==> config.mk <==
export PLATFORM = sky130hd
export DESIGN_NAME = mix_columns_stage
export DESIGN_NICKNAME = d
export VERILOG_FILES = /design/src/rtl/mix_columns_pkg.sv /design/src/rtl/mc_xtime.sv /design/src/rtl/mc_column.sv /design/src/rtl/mc_out_reg.sv /design/src/rtl/mix_columns_stage.sv
export SDC_FILE = /design/constraint.sdc
export NUM_CORES = 1
export LEC_CHECK = 0
export BUFFER_PORTS_ARGS = -buffer_cell sky130_fd_sc_hd__buf_2
export CAP_MARGIN = 10
export CORE_ASPECT_RATIO = 0.8
export CORE_MARGIN = 8
export CORE_UTILIZATION = 57
export CTS_CLUSTER_DIAMETER = 100
export CTS_CLUSTER_SIZE = 12
export DETAILED_ROUTE_END_ITERATION = 10
export GPL_ROUTABILITY_DRIVEN = 0
export PLACE_DENSITY = 0.87
export SYNTH_ARGS = -nofsm -noshare
export SYNTH_HDL_FRONTEND = slang
export SYNTH_SLANG_ARGS = --single-unit
==> constraint.sdc <==
create_clock -name clk -period 8.47 [get_ports clk]
set_input_delay 1.2705 -clock clk [delete_from_list [all_inputs] [get_ports clk]]
set_output_delay 1.2705 -clock clk [all_outputs]
set_load 0.03 [all_outputs]
==> src/rtl/mix_columns_pkg.sv <==
package mix_columns_pkg;
  localparam int BYTE_W    = 8;
  localparam int COL_BYTES = 4;
  localparam int COL_W     = BYTE_W * COL_BYTES;
  typedef logic [BYTE_W-1:0] byte_t;
  typedef logic [COL_W-1:0]  col_t;

  // bits of the reduction mask (set to the top bit), before the shift
  localparam logic [BYTE_W-1:0] FOLD_SEL = 8'b0000_1101;
endpackage

==> src/rtl/mc_xtime.sv <==
module mc_xtime
  import mix_columns_pkg::*;
(
  input  byte_t x_i,
  output byte_t dbl_o
);
  byte_t mask;
  byte_t folded;
  always_comb begin
    mask   = FOLD_SEL & {BYTE_W{x_i[BYTE_W-1]}};
    folded = x_i ^ mask;
    dbl_o  = {folded[BYTE_W-2:0], x_i[BYTE_W-1]};
  end
endmodule

==> src/rtl/mc_column.sv <==
module mc_column
  import mix_columns_pkg::*;
(
  input  col_t col_i,
  output col_t col_o
);
  byte_t a   [COL_BYTES];
  byte_t d   [COL_BYTES];
  byte_t r   [COL_BYTES];

  for (genvar i = 0; i < COL_BYTES; i++) begin : g_byte
    assign a[i] = col_i[COL_W-1-BYTE_W*i -: BYTE_W];
    mc_xtime u_xt (.x_i(a[i]), .dbl_o(d[i]));
  end

  for (genvar i = 0; i < COL_BYTES; i++) begin : g_mix
    localparam int J1 = (i + 1) % COL_BYTES;
    localparam int J2 = (i + 2) % COL_BYTES;
    localparam int J3 = (i + 3) % COL_BYTES;
    assign r[i] = d[i] ^ d[J1] ^ a[J1] ^ a[J2] ^ a[J3];
    assign col_o[COL_W-1-BYTE_W*i -: BYTE_W] = r[i];
  end
endmodule

==> src/rtl/mc_out_reg.sv <==
module mc_out_reg #(
  parameter int W = 128
) (
  input  logic         clk,
  input  logic         rst_n,
  input  logic         s_valid,
  output logic         s_ready,
  input  logic [W-1:0] s_data,
  output logic         m_valid,
  input  logic         m_ready,
  output logic [W-1:0] m_data
);
  logic take;
  assign s_ready = !m_valid || m_ready;
  assign take    = s_valid && s_ready;

  always_ff @(posedge clk) begin
    if (!rst_n) begin
      m_valid <= 1'b0;
    end else if (s_ready) begin
      m_valid <= s_valid;
    end
  end

  always_ff @(posedge clk) begin
    if (take) m_data <= s_data;
  end
endmodule

==> src/rtl/mix_columns_stage.sv <==
module mix_columns_stage
  import mix_columns_pkg::*;
#(
  parameter int N_COLS  = 4,
  localparam int STATE_W = N_COLS * COL_W
) (
  input  logic               clk,
  input  logic               rst_n,
  input  logic               in_valid,
  output logic               in_ready,
  input  logic [STATE_W-1:0] in_data,
  output logic               out_valid,
  input  logic               out_ready,
  output logic [STATE_W-1:0] out_data
);
  logic [STATE_W-1:0] mixed;

  for (genvar c = 0; c < N_COLS; c++) begin : g_col
    mc_column u_col (
      .col_i(in_data[STATE_W-1-COL_W*c -: COL_W]),
      .col_o(mixed  [STATE_W-1-COL_W*c -: COL_W])
    );
  end

  mc_out_reg #(.W(STATE_W)) u_reg (
    .clk    (clk),
    .rst_n  (rst_n),
    .s_valid(in_valid),
    .s_ready(in_ready),
    .s_data (mixed),
    .m_valid(out_valid),
    .m_ready(out_ready),
    .m_data (out_data)
  );
endmodule

==> results of run 1 <==
logic make-up after synthesis:
logic type / count (synthesis) / synth area share
xor gates and xnor gates: 305 / 0.557
and+or+nand+nor: 2 / 0.00139
buffers and inverters: 24 / 0.0129
DFF: 129 / 0.428
AOI/OAI and AO/OA: 1 / 0.000832
state kept, by name, indices dropped and copies added (netlist names):
| name | flops |
|---|---|
| u_reg.m_data | 128 |
| u_reg.m_valid | 1 |
through the flow:
| stage | power (mW) | instance area (sq um) |
|---|---|---|
| after floorplan | 1.55 | 9030 |
| after detailed placement | 1.78 | 10500 |
| after global routing | 2.61 | 11100 |
| final | 2.52 | 11100 |
| after global placement | 1.75 | 10500 |
| after CTS | 2.54 | 11100 |
worst register-to-register path, stage by stage (launching register included):
cell and delay, ps:
dfxtp_1 310, nand2b_1 130, and2_4 650, buf_4 920
final cells by class:
class | count | area [sq um] | share of cell area
clock inverter | 15 | 181 | 0.0163
sequential | 129 | 3860 | 0.348
clock buffer | 17 | 425 | 0.0383
tap | 215 | 269 | 0.0242
multi-input combinational | 308 | 5050 | 0.455
timing repair buffer | 262 | 1310 | 0.118
inverter | 1 | 3.75 | 0.000338
worst min-delay path by stage:
| stage | endpoint | cells past startpoint | slack, ps |
|---|---|---|---|
| detailed placement | u_reg.m_valid | 2 | 620 |
| CTS | u_reg.m_valid | 2 | 630 |
| finish | u_reg.m_valid | 2 | 620 |
| global placement | u_reg.m_valid | 2 | 570 |
| floorplan | u_reg.m_valid | 2 | 880 |
| global route | u_reg.m_valid | 2 | 620 |
layer usage:
| metal | track usage | up-vias |
|---|---|---|
| li1 | - | 2189 |
| met5 | 0 | - |
| met1 | 0.261 | 2447 |
| met4 | 0.0598 | 0 |
| met2 | 0.343 | 251 |
| met3 | 0.0623 | 16 |
power breakdown:
group	total (mW)	internal, mW	switching (mW)
combinational	0.867	0.410	0.457
sequential	0.898	0.864	0.0340
clock	0.754	0.466	0.288
cell usage in the layout, fill, tap and decap left out, types with 2 or more instances in the layout:
| cell type | netlist | final |
|---|---|---|
| buf_2 | 18 | 261 |
| xnor3_1 | 134 | 134 |
| edfxtp_1 | 128 | 128 |
| xnor2_1 | 74 | 74 |
| xor2_1 | 60 | 60 |
| xor3_1 | 31 | 31 |
| clkbuf_16 | 0 | 17 |
| xnor2_2 | 6 | 6 |
| inv_6 | 0 | 4 |
| clkinv_2 | 0 | 3 |
| bufinv_16 | 0 | 3 |
| clkinv_4 | 0 | 3 |
| clkinvlp_4 | 0 | 2 |
==> reports/metrics.cfg, run 1 <==
[power_and_ir_drop]
vdd_drop_max_mv = 0.139
power_density_nw_per_um2 = 227
p_leak_nw = 5.61

[floorplanning]
dieWidth_um = 157
io_pins = 262
rows = 41
die_h_um = 129
die_area_sq_um = 20100
start_util = 0.577
core_sq_um = 15600

[route]
dr.max_layer_used = met4
vias_per_cell = 5.18
firstDrtPassIters = 5
drt-initial-drc-count = 332
drc_errors = 0
dr_wl_met3_mm = 1.86
wl_per_cell_um = 21.8
wl_met2_mm = 10.3
wl_mm = 20.7
final_antenna_net_count = 0
vias = 4903
wl_met1_mm = 8.29

[synth]
synth.avg_cell_area_sq_um = 19.6
synth-async-reset-ratio = 0
ys_seq_area_frac = 0.428
yosys-top-cells-area = edfxtp_1 43%, xnor3_1 33%, xor3_1 8.2%, xnor2_1 7.2%, xor2_1 5.8%
ys.flop_type = edfxtp_1
synth_fp_nets = 593
netlist_top_cells_count = 134 x xnor3_1, 128 x edfxtp_1, 74 x xnor2_1
synth_top_area_frac = 0.426
netlist_area_sq_um = 9030
ys_warn_count = 0
synth-edff-count = 128
netlist_instances = 461
ys_ff_latch = 129
synthMostInstantiatedCell = xnor3_1
yosysTopAreaCell = edfxtp_1
synth.distinct_cells = 15

[sta]
hold_viol_final = 0
fin_worst_skew_ps = 5.22
min_period_ps = 3110
worstMarginPinSlew_ps = 991
setup_viol = 0
holdWs_ps = 623
rsz0062_at_grt = false
worst_slack_ps = 5360
slew-limit-headroom = 0.339
min_period_over_period = 0.367
slew_violations = 0
tns_ps = 0
max_freq_ghz = 0.322

[cts]
cts_buffer_depth = 2
clkSlewWorstSetupHoldPaths_ps = 60
tritoncts = built
h-tree-depth = 4
cts-root-buf = clkbuf_16
cts.sinks = 129
cts_setup_buffers = 0
postCtsHoldBufs = 0
cts_resized = 0
clk_latency_ps = 410
numCtsBuffers = 17

[run_status]
status = completed

[critical_path]
reg2reg_from = u_reg.m_valid
crit_arrival_ps = 3140
critPathSlowestCell = buf_4
cp.depth = 4
slowest_delay_ps = 880
worstPathMaxFanout = 74
startpoint = out_ready
reg2reg_depth = 3
timing.rr.end = u_reg.m_data[96]
crit_path_end = u_reg.m_data[96]
worstPathCellList = buf_2 -> nand2b_1 -> and2_4 -> buf_4
startpoint_type = input pin
end_kind = flop
rrSetupSlack_ps = 6010
worstPathRequired_ps = 8510
worstSetupPathType = in2reg
cpLargestDelayFamily = buffers and inverters
path_buf_inv = 2

[placed_design]
placedCellCount = 915
dp_slack_ps = 4960
dp_hpwl_mm = 16.0
io_buffers = 261

[flow_run]
maxCapViolations = 0

[worst_hold_path]
hold_class = reg2reg
hp-start = u_reg.m_valid

[final_layout]
fin_cells = 947
n_antenna_cell = 0
utilization = 0.710
drive_gt1_frac = 0.411
num-nets-final = 851
area_growth_pct = 23.0
fillers = 968

[grt]
grt_pass1_wl_mm = 31.1
antenna_found_initial = 0
grt_max_degree = 75
grt_pass1_vias = 5366
grtUsageTotal = 0.207
grt.overflow.total = 0

(Power assumes the default switching activity.)
==> inputs of run 2 (changes only) <==
--- a/config.mk
+++ b/config.mk
@@ -9,12 +9,12 @@
 export CAP_MARGIN = 10
 export CORE_ASPECT_RATIO = 0.8
 export CORE_MARGIN = 8
-export CORE_UTILIZATION = 57
+export CORE_UTILIZATION = 53
 export CTS_CLUSTER_DIAMETER = 100
 export CTS_CLUSTER_SIZE = 12
 export DETAILED_ROUTE_END_ITERATION = 10
 export GPL_ROUTABILITY_DRIVEN = 0
-export PLACE_DENSITY = 0.87
+export PLACE_DENSITY = 0.81
 export SYNTH_ARGS = -nofsm -noshare
 export SYNTH_HDL_FRONTEND = slang
 export SYNTH_SLANG_ARGS = --single-unit
==> constraint.sdc (replaced) <==
create_clock -name clk -period 3.2 [get_ports clk]
set_input_delay 0.48 -clock clk [delete_from_list [all_inputs] [get_ports clk]]
set_output_delay 0.48 -clock clk [all_outputs]
set_load 0.03 [all_outputs]
==> run 2 against run 1 <==
- setup slack worse by 3700 ps
- cell count up 0.53%
- flip-flop and latch count unchanged
- sequential share of layout area up 0.13 points
- global-route usage down 1.6 points
- wire length down 0.24%
- combinational power rose to 2.6 times the previous value
- clock power up 140%
- via count down 0.96%
- critical path depth down 1
- sequential power rose to 2.7 times the previous value
- die area up 6.7%
- critical endpoint is now u_reg.m_data[127]
==> reports/metrics.cfg, run 2 (synthesized netlist as in run 1, its figures left out) <==
[final_layout]
layout_common_cells = 261 x buf_2, 134 x xnor3_1, 128 x edfxtp_1, 74 x xnor2_1, 60 x xor2_1
seqCellArea_sq_um = 3860  ; unchanged
multi_input_area_sq_um = 5050  ; unchanged
largest_register_ffs = 128  ; unchanged
largest_register = u_reg.m_data
reg_top3 = u_reg.m_data x128, u_reg.m_valid x1
n_antenna_cell = 0  ; unchanged
fillers = 1120  ; +16%
layout_commonest_cell = buf_2
num-nets-final = 851  ; unchanged
drive_gt1_frac = 0.408  ; -0.00273
area_growth_pct = 22.6
utilization = 0.666  ; -0.0436

[sta]
worstMarginPinSlew_ps = 722  ; -269 ps
tns_ps = 0  ; unchanged
slew_violations = 0  ; unchanged
hold_viol_final = 0  ; unchanged
max_freq_ghz = 0.649
min_period_over_period = 0.481
fin_worst_skew_ps = 6.49  ; +1.27 ps
slew-limit-headroom = 0.519  ; +0.180
setup_viol = 0  ; unchanged
min_period_ps = 1540
rsz0062_at_grt = false

[route]
drc_errors = 0  ; unchanged
vias = 4856  ; -0.96%
firstDrtPassIters = 4  ; -1
final_antenna_net_count = 0  ; unchanged
vias_per_cell = 5.10  ; -1.5%
drt-initial-drc-count = 281  ; -15%
wl_mm = 20.6  ; -0.24%
wl_per_cell_um = 21.7  ; -0.77%

[grt]
antenna_found_initial = 1  ; +1
grt_pass1_vias = 5451  ; +1.6%
grt_max_degree = 129  ; +72%
grt_pass1_wl_mm = 31.5  ; +1.4%
grt.overflow.total = 0  ; unchanged
grtUsageTotal = 0.191  ; -0.0159

[critical_path]
critPathSlowestCell = buf_12
reg2reg_depth = 3  ; unchanged
crit_arrival_ps = 1580  ; -1560 ps
end_kind = flop
cp.depth = 3  ; -1
path_buf_inv = 1  ; -1
worstPathCellList = nand2b_1 -> and2_4 -> buf_12
cpLargestDelayFamily = buffers and inverters
startpoint = u_reg.m_valid
crit_path_end = u_reg.m_data[127]
worstSetupPathType = reg2reg
reg2reg_from = u_reg.m_valid
worstPathRequired_ps = 3240  ; -5270 ps
startpoint_type = flop
rrSetupSlack_ps = 1660  ; -4350 ps
slowest_delay_ps = 520  ; -360 ps
timing.rr.end = u_reg.m_data[127]
worstPathMaxFanout = 128  ; +73%

[power_and_ir_drop]
switchingPower_mw = 2.02  ; +160%
p_int_mw = 4.43  ; +150%
pwr-share-seq = 0.368  ; +0.012
p_leak_nw = 5.57  ; -0.68%
clkPwrFrac = 0.277  ; -0.022
power_density_nw_per_um2 = 583  ; +160%
power_frac_comb = 0.355  ; +0.011
vdd_drop_max_mv = 0.311  ; +120%
p_sw_frac = 0.314  ; +0.00429

[cts]
clkSlewWorstSetupHoldPaths_ps = 60  ; about the same
numCtsBuffers = 17  ; unchanged
cts_setup_buffers = 0  ; unchanged
cts_buffer_depth = 2  ; unchanged
tritoncts = built
clk_latency_ps = 410  ; about the same
h-tree-depth = 4  ; unchanged
cts-root-buf = clkbuf_16
postCtsHoldBufs = 0  ; unchanged
cts.sinks = 129  ; unchanged
cts_resized = 0  ; unchanged

[floorplanning]
dieWidth_um = 162  ; +3.3%
die_area_sq_um = 21500  ; +6.7%
io_pins = 262  ; unchanged
die_h_um = 133  ; +3.2%
rows = 42  ; +2.4%
start_util = 0.544  ; -0.0333
core_sq_um = 16600  ; +6.1%

[placed_design]
io_buffers = 261  ; unchanged
dp_hpwl_mm = 16.0  ; +0.10%

[flow_run]
maxCapViolations = 0  ; unchanged

[worst_hold_path]
hold_class = in2reg

[run_status]
status = completed

run 2: power groups by stage:
stage               clock network, mW  registers (mW)  logic [mW]
CTS                              1.83            2.38        2.32
detailed placement                  0            2.40        2.31
floorplan                           0            2.96        1.13
global route                     1.90            2.40        2.41
global placement                    0            2.40        2.25
finish                           1.78            2.38        2.29
run 2: worst min-delay path by stage:
stage / startpoint / endpoint / slack (ps) / cells after the start
floorplan: in_valid / u_reg.m_valid / 620 / 2
global placement: u_reg.m_valid / u_reg.m_valid / 520 / 2
detailed placement: u_reg.m_valid / u_reg.m_valid / 530 / 2
CTS: in_valid / u_reg.m_valid / 300 / 3
global route: rst_n / u_reg.m_valid / 310 / 2
finish: in_valid / u_reg.m_valid / 320 / 3
run 2: area by class of cell:
class | count | share of cell area
flip-flops and latches | 129 | 0.349
repair buffers | 262 | 0.120
multi-input cells | 308 | 0.456
clock inverters | 15 | 0.0109
inverters | 1 | 0.000339
clock buffers | 17 | 0.0385
well taps | 220 | 0.0249
run 2: worst reg2reg max path, cell delays in order (launching register included):
cell	delay (ps)
dfxtp_1	300
nand2b_1	100
and2_4	160
buf_12	520
run 2: metal layers:
metal / up-vias / routed length (um) / global-route usage / part of all wire
met5: - / 8 / 0 / 0.00039
met4: 2 / 103 / 0.0323 / 0.0050
met3: 11 / 1900 / 0.0759 / 0.092
met2: 227 / 9890 / 0.310 / 0.48
met1: 2421 / 8740 / 0.242 / 0.42
li1: 2195 / - / - / -
run 2: stage by stage:
| step | instances | power [mW] | area [sq um] | hold WS [ps] | setup WS (ps) |
|---|---|---|---|---|---|
| CTS | 952 | 6.53 | 11100 | 301 | 1640 |
| global placement | 920 | 4.65 | 10500 | 515 | 1390 |
| finish | 952 | 6.45 | 11100 | 325 | 1660 |
| global route | 952 | 6.71 | 11100 | 312 | 1590 |
| detailed placement | 920 | 4.71 | 10500 | 527 | 1390 |
| floorplan | 461 | 4.09 | 9030 | 619 | 308 |
==> inputs of run 3 (changes only) <==
--- a/config.mk
+++ b/config.mk
@@ -9,12 +9,12 @@
 export CAP_MARGIN = 10
 export CORE_ASPECT_RATIO = 0.8
 export CORE_MARGIN = 8
-export CORE_UTILIZATION = 53
+export CORE_UTILIZATION = 48
 export CTS_CLUSTER_DIAMETER = 100
 export CTS_CLUSTER_SIZE = 12
 export DETAILED_ROUTE_END_ITERATION = 10
 export GPL_ROUTABILITY_DRIVEN = 0
-export PLACE_DENSITY = 0.81
+export PLACE_DENSITY = 0.78
 export SYNTH_ARGS = -nofsm -noshare
 export SYNTH_HDL_FRONTEND = slang
 export SYNTH_SLANG_ARGS = --single-unit
==> constraint.sdc (replaced) <==
create_clock -name clk -period 1.2 [get_ports clk]
set_input_delay 0.18 -clock clk [delete_from_list [all_inputs] [get_ports clk]]
set_output_delay 0.18 -clock clk [all_outputs]
set_load 0.03 [all_outputs]
==> run 3 against run 2 <==
- the flow now finishes with violations (setup timing)
- count of clock-buffer cells in the layout stayed put
- hold slack worse by 290 ps
- flip-flop and latch count stayed put
- clock power grew to 2.8 times the previous value
- clock skew is 4.7 ps higher
- non-clock buffer count is 156 higher
- combinational power grew to 3.1 times the previous value
- sequential share of layout area is 4.7 points lower
- design area is 16% higher
- die area is 9.2% higher
==> reports/metrics.cfg, run 3 (synthesized netlist as in run 1, its figures left out) <==
[final_layout]
final_area_sq_um = 12800  ; +16%
layout_commonest_cell = buf_2
num-nets-final = 1008  ; +18%
layout_common_cells = 230 x buf_2, 148 x buf_4, 134 x xnor3_1, 128 x edfxtp_1, 65 x xnor2_1
n_antenna_cell = 0  ; unchanged
reg_top3 = u_reg.m_data x128, u_reg.m_valid x1
largest_register = u_reg.m_data
drive_gt1_frac = 0.525  ; +0.117
fillers = 1242  ; +11%
area_growth_pct = 41.7
largest_register_ffs = 128  ; unchanged

[sta]
fin_worst_skew_ps = 11.2  ; +4.73 ps
min_period_over_period = 1.03
rsz0062_at_grt = true
hold_viol_final = 0  ; unchanged
tns_ps = -1230  ; -1230 ps
slew-limit-headroom = 0.669  ; +0.150
slew_violations = 0  ; unchanged
worst_slack_ps = -40.0  ; -1700 ps
worstMarginPinSlew_ps = 493  ; -229 ps
min_period_ps = 1240
max_freq_ghz = 0.806
setup_viol = 62  ; +62

[grt]
antenna_found_initial = 1  ; unchanged
grt.overflow.total = 0  ; unchanged
grtUsageTotal = 0.188  ; -0.00362
grt_pass1_vias = 6126  ; +12%
grt_pass1_wl_mm = 34.3  ; +8.6%
grt_max_degree = 32  ; -75%

[critical_path]
cpMostUsedCell = buf_6
slowest_delay_ps = 350  ; -170 ps
startpoint_type = flop
path_buf_inv = 2  ; +1
crit_arrival_ps = 1060  ; -520 ps
worstPathMaxFanout = 3  ; -98%
reg2reg_depth = 4  ; +1
critPathSlowestCell = dfxtp_4
worstPathRequired_ps = 1020  ; -2220 ps
rrSetupSlack_ps = -40  ; -1700 ps
cpLargestDelayFamily = flip-flops
end_kind = output port
worstSetupPathType = reg2out
timing.rr.end = u_reg.m_data[94]
worstPathCellList = nand2b_4 -> buf_6 -> buf_6
reg2reg_from = u_reg.m_valid

[route]
wl_met2_mm = 11.3  ; +14%
drt-initial-drc-count = 243  ; -14%
vias = 5441  ; +12%
firstDrtPassIters = 4  ; unchanged
final_antenna_net_count = 0  ; unchanged
vias_per_cell = 4.74  ; -7.0%
wl_met1_mm = 9.26  ; +6.0%
dr.max_layer_used = met5
wl_mm = 22.5  ; +9.2%
wl_per_cell_um = 19.6  ; -9.4%
dr_wl_met3_mm = 1.69  ; -11%
drc_errors = 0  ; unchanged

[worst_hold_path]
holdPathStages = 3  ; unchanged
hold_end = u_reg.m_valid
hold_class = in2reg
hp-start = in_valid

[cts]
cts.sinks = 129  ; unchanged
cts-root-buf = clkbuf_16
clkSlewWorstSetupHoldPaths_ps = 60  ; about the same
tritoncts = built
numCtsBuffers = 17  ; unchanged
clk_latency_ps = 410  ; about the same
h-tree-depth = 4  ; unchanged
cts_buffer_depth = 2  ; unchanged

[power_and_ir_drop]
total_power_mw = 18.3  ; +180%
p_leak_nw = 6.53  ; +17%
power_density_nw_per_um2 = 1430  ; +150%
vdd_drop_max_mv = 0.882  ; +180%

[flow_run]
maxCapViolations = 0  ; unchanged

[floorplanning]
dieWidth_um = 169  ; +4.6%
core_sq_um = 18700  ; +13%
die_h_um = 139  ; +4.5%
io_pins = 262  ; unchanged
start_util = 0.483  ; -0.0607
rows = 45  ; +7.1%
die_area_sq_um = 23500  ; +9.2%

[run_status]
violations = setup timing
status = complete, but fails checks

[placed_design]
io_buffers = 261  ; unchanged
dp_hpwl_mm = 17.7  ; +11%
place_area_sq_um = 11900  ; +13%

run 3: power breakdown:
group          switching, mW  total, mW  leakage (nW)  internal, mW
logic                   3.39       6.99          5.01          3.60
registers              0.254       6.34          1.25          6.09
clock network           2.09       4.96         0.272          2.87
total                   5.73       18.3          6.53          12.6
run 3: repair_timing:
item / in CTS / in global routing
endpoints found under the hold margin: 1 / 0
gates resized for setup: 18 / 59
hold buffers: 1 / 0
gates cloned: 0 / 5
setup buffers: 0 / 2
endpoints found under the setup margin: 115 / 155
run 3: stage by stage:
stage | setup slack (ps) | std cells | utilization | hold slack, ps
3_5_place_dp | -195 | 1107 | 0.637 | 428
5_1_grt | -81.5 | 1147 | 0.684 | 31.6
3_3_place_gp | -141 | 1107 | 0.637 | 426
4_1_cts | -52.1 | 1140 | 0.670 | 8.91
6_report | -40.0 | 1147 | 0.684 | 39.1
2_1_floorplan | -688 | 461 | - | 308
run 3: metal layers:
metal | track usage | vias to the layer above
met1 | 0.228 | 2693
li1 | - | 2523
met4 | 0.0483 | 2
met5 | 0 | -
met2 | 0.320 | 207
met3 | 0.0580 | 16
run 3: worst reg2reg max path, cell delays in order (launching register included):
cell	delay, ps
dfxtp_4	350
nand2b_4	70
and2_4	180
buf_12	150
clkbuf_16	200
run 3: how the worst max path moves through the flow:
stage | startpoint | endpoint | slack [ps] | cells after the start
after floorplan | u_reg.m_valid | u_reg.m_data[0] | -690 | 2
after global placement | in_data[85] | u_reg.m_data[77] | -140 | 4
after detailed placement | in_data[119] | u_reg.m_data[115] | -190 | 3
after CTS | u_reg.m_valid | in_ready | -50 | 3
after global routing | u_reg.m_valid | in_ready | -80 | 3
final | u_reg.m_valid | in_ready | -40 | 3
run 3: area by class of cell:
cell class                 count  area [sq um]  share of cell area
multi-input combinational    309          5190               0.406
sequential                   129          3870               0.302
timing repair buffer         418          2850               0.223
clock buffer                  17           425              0.0333
tap                          258           323              0.0252
clock inverter                15           134              0.0105
inverter                       1          3.75            0.000294
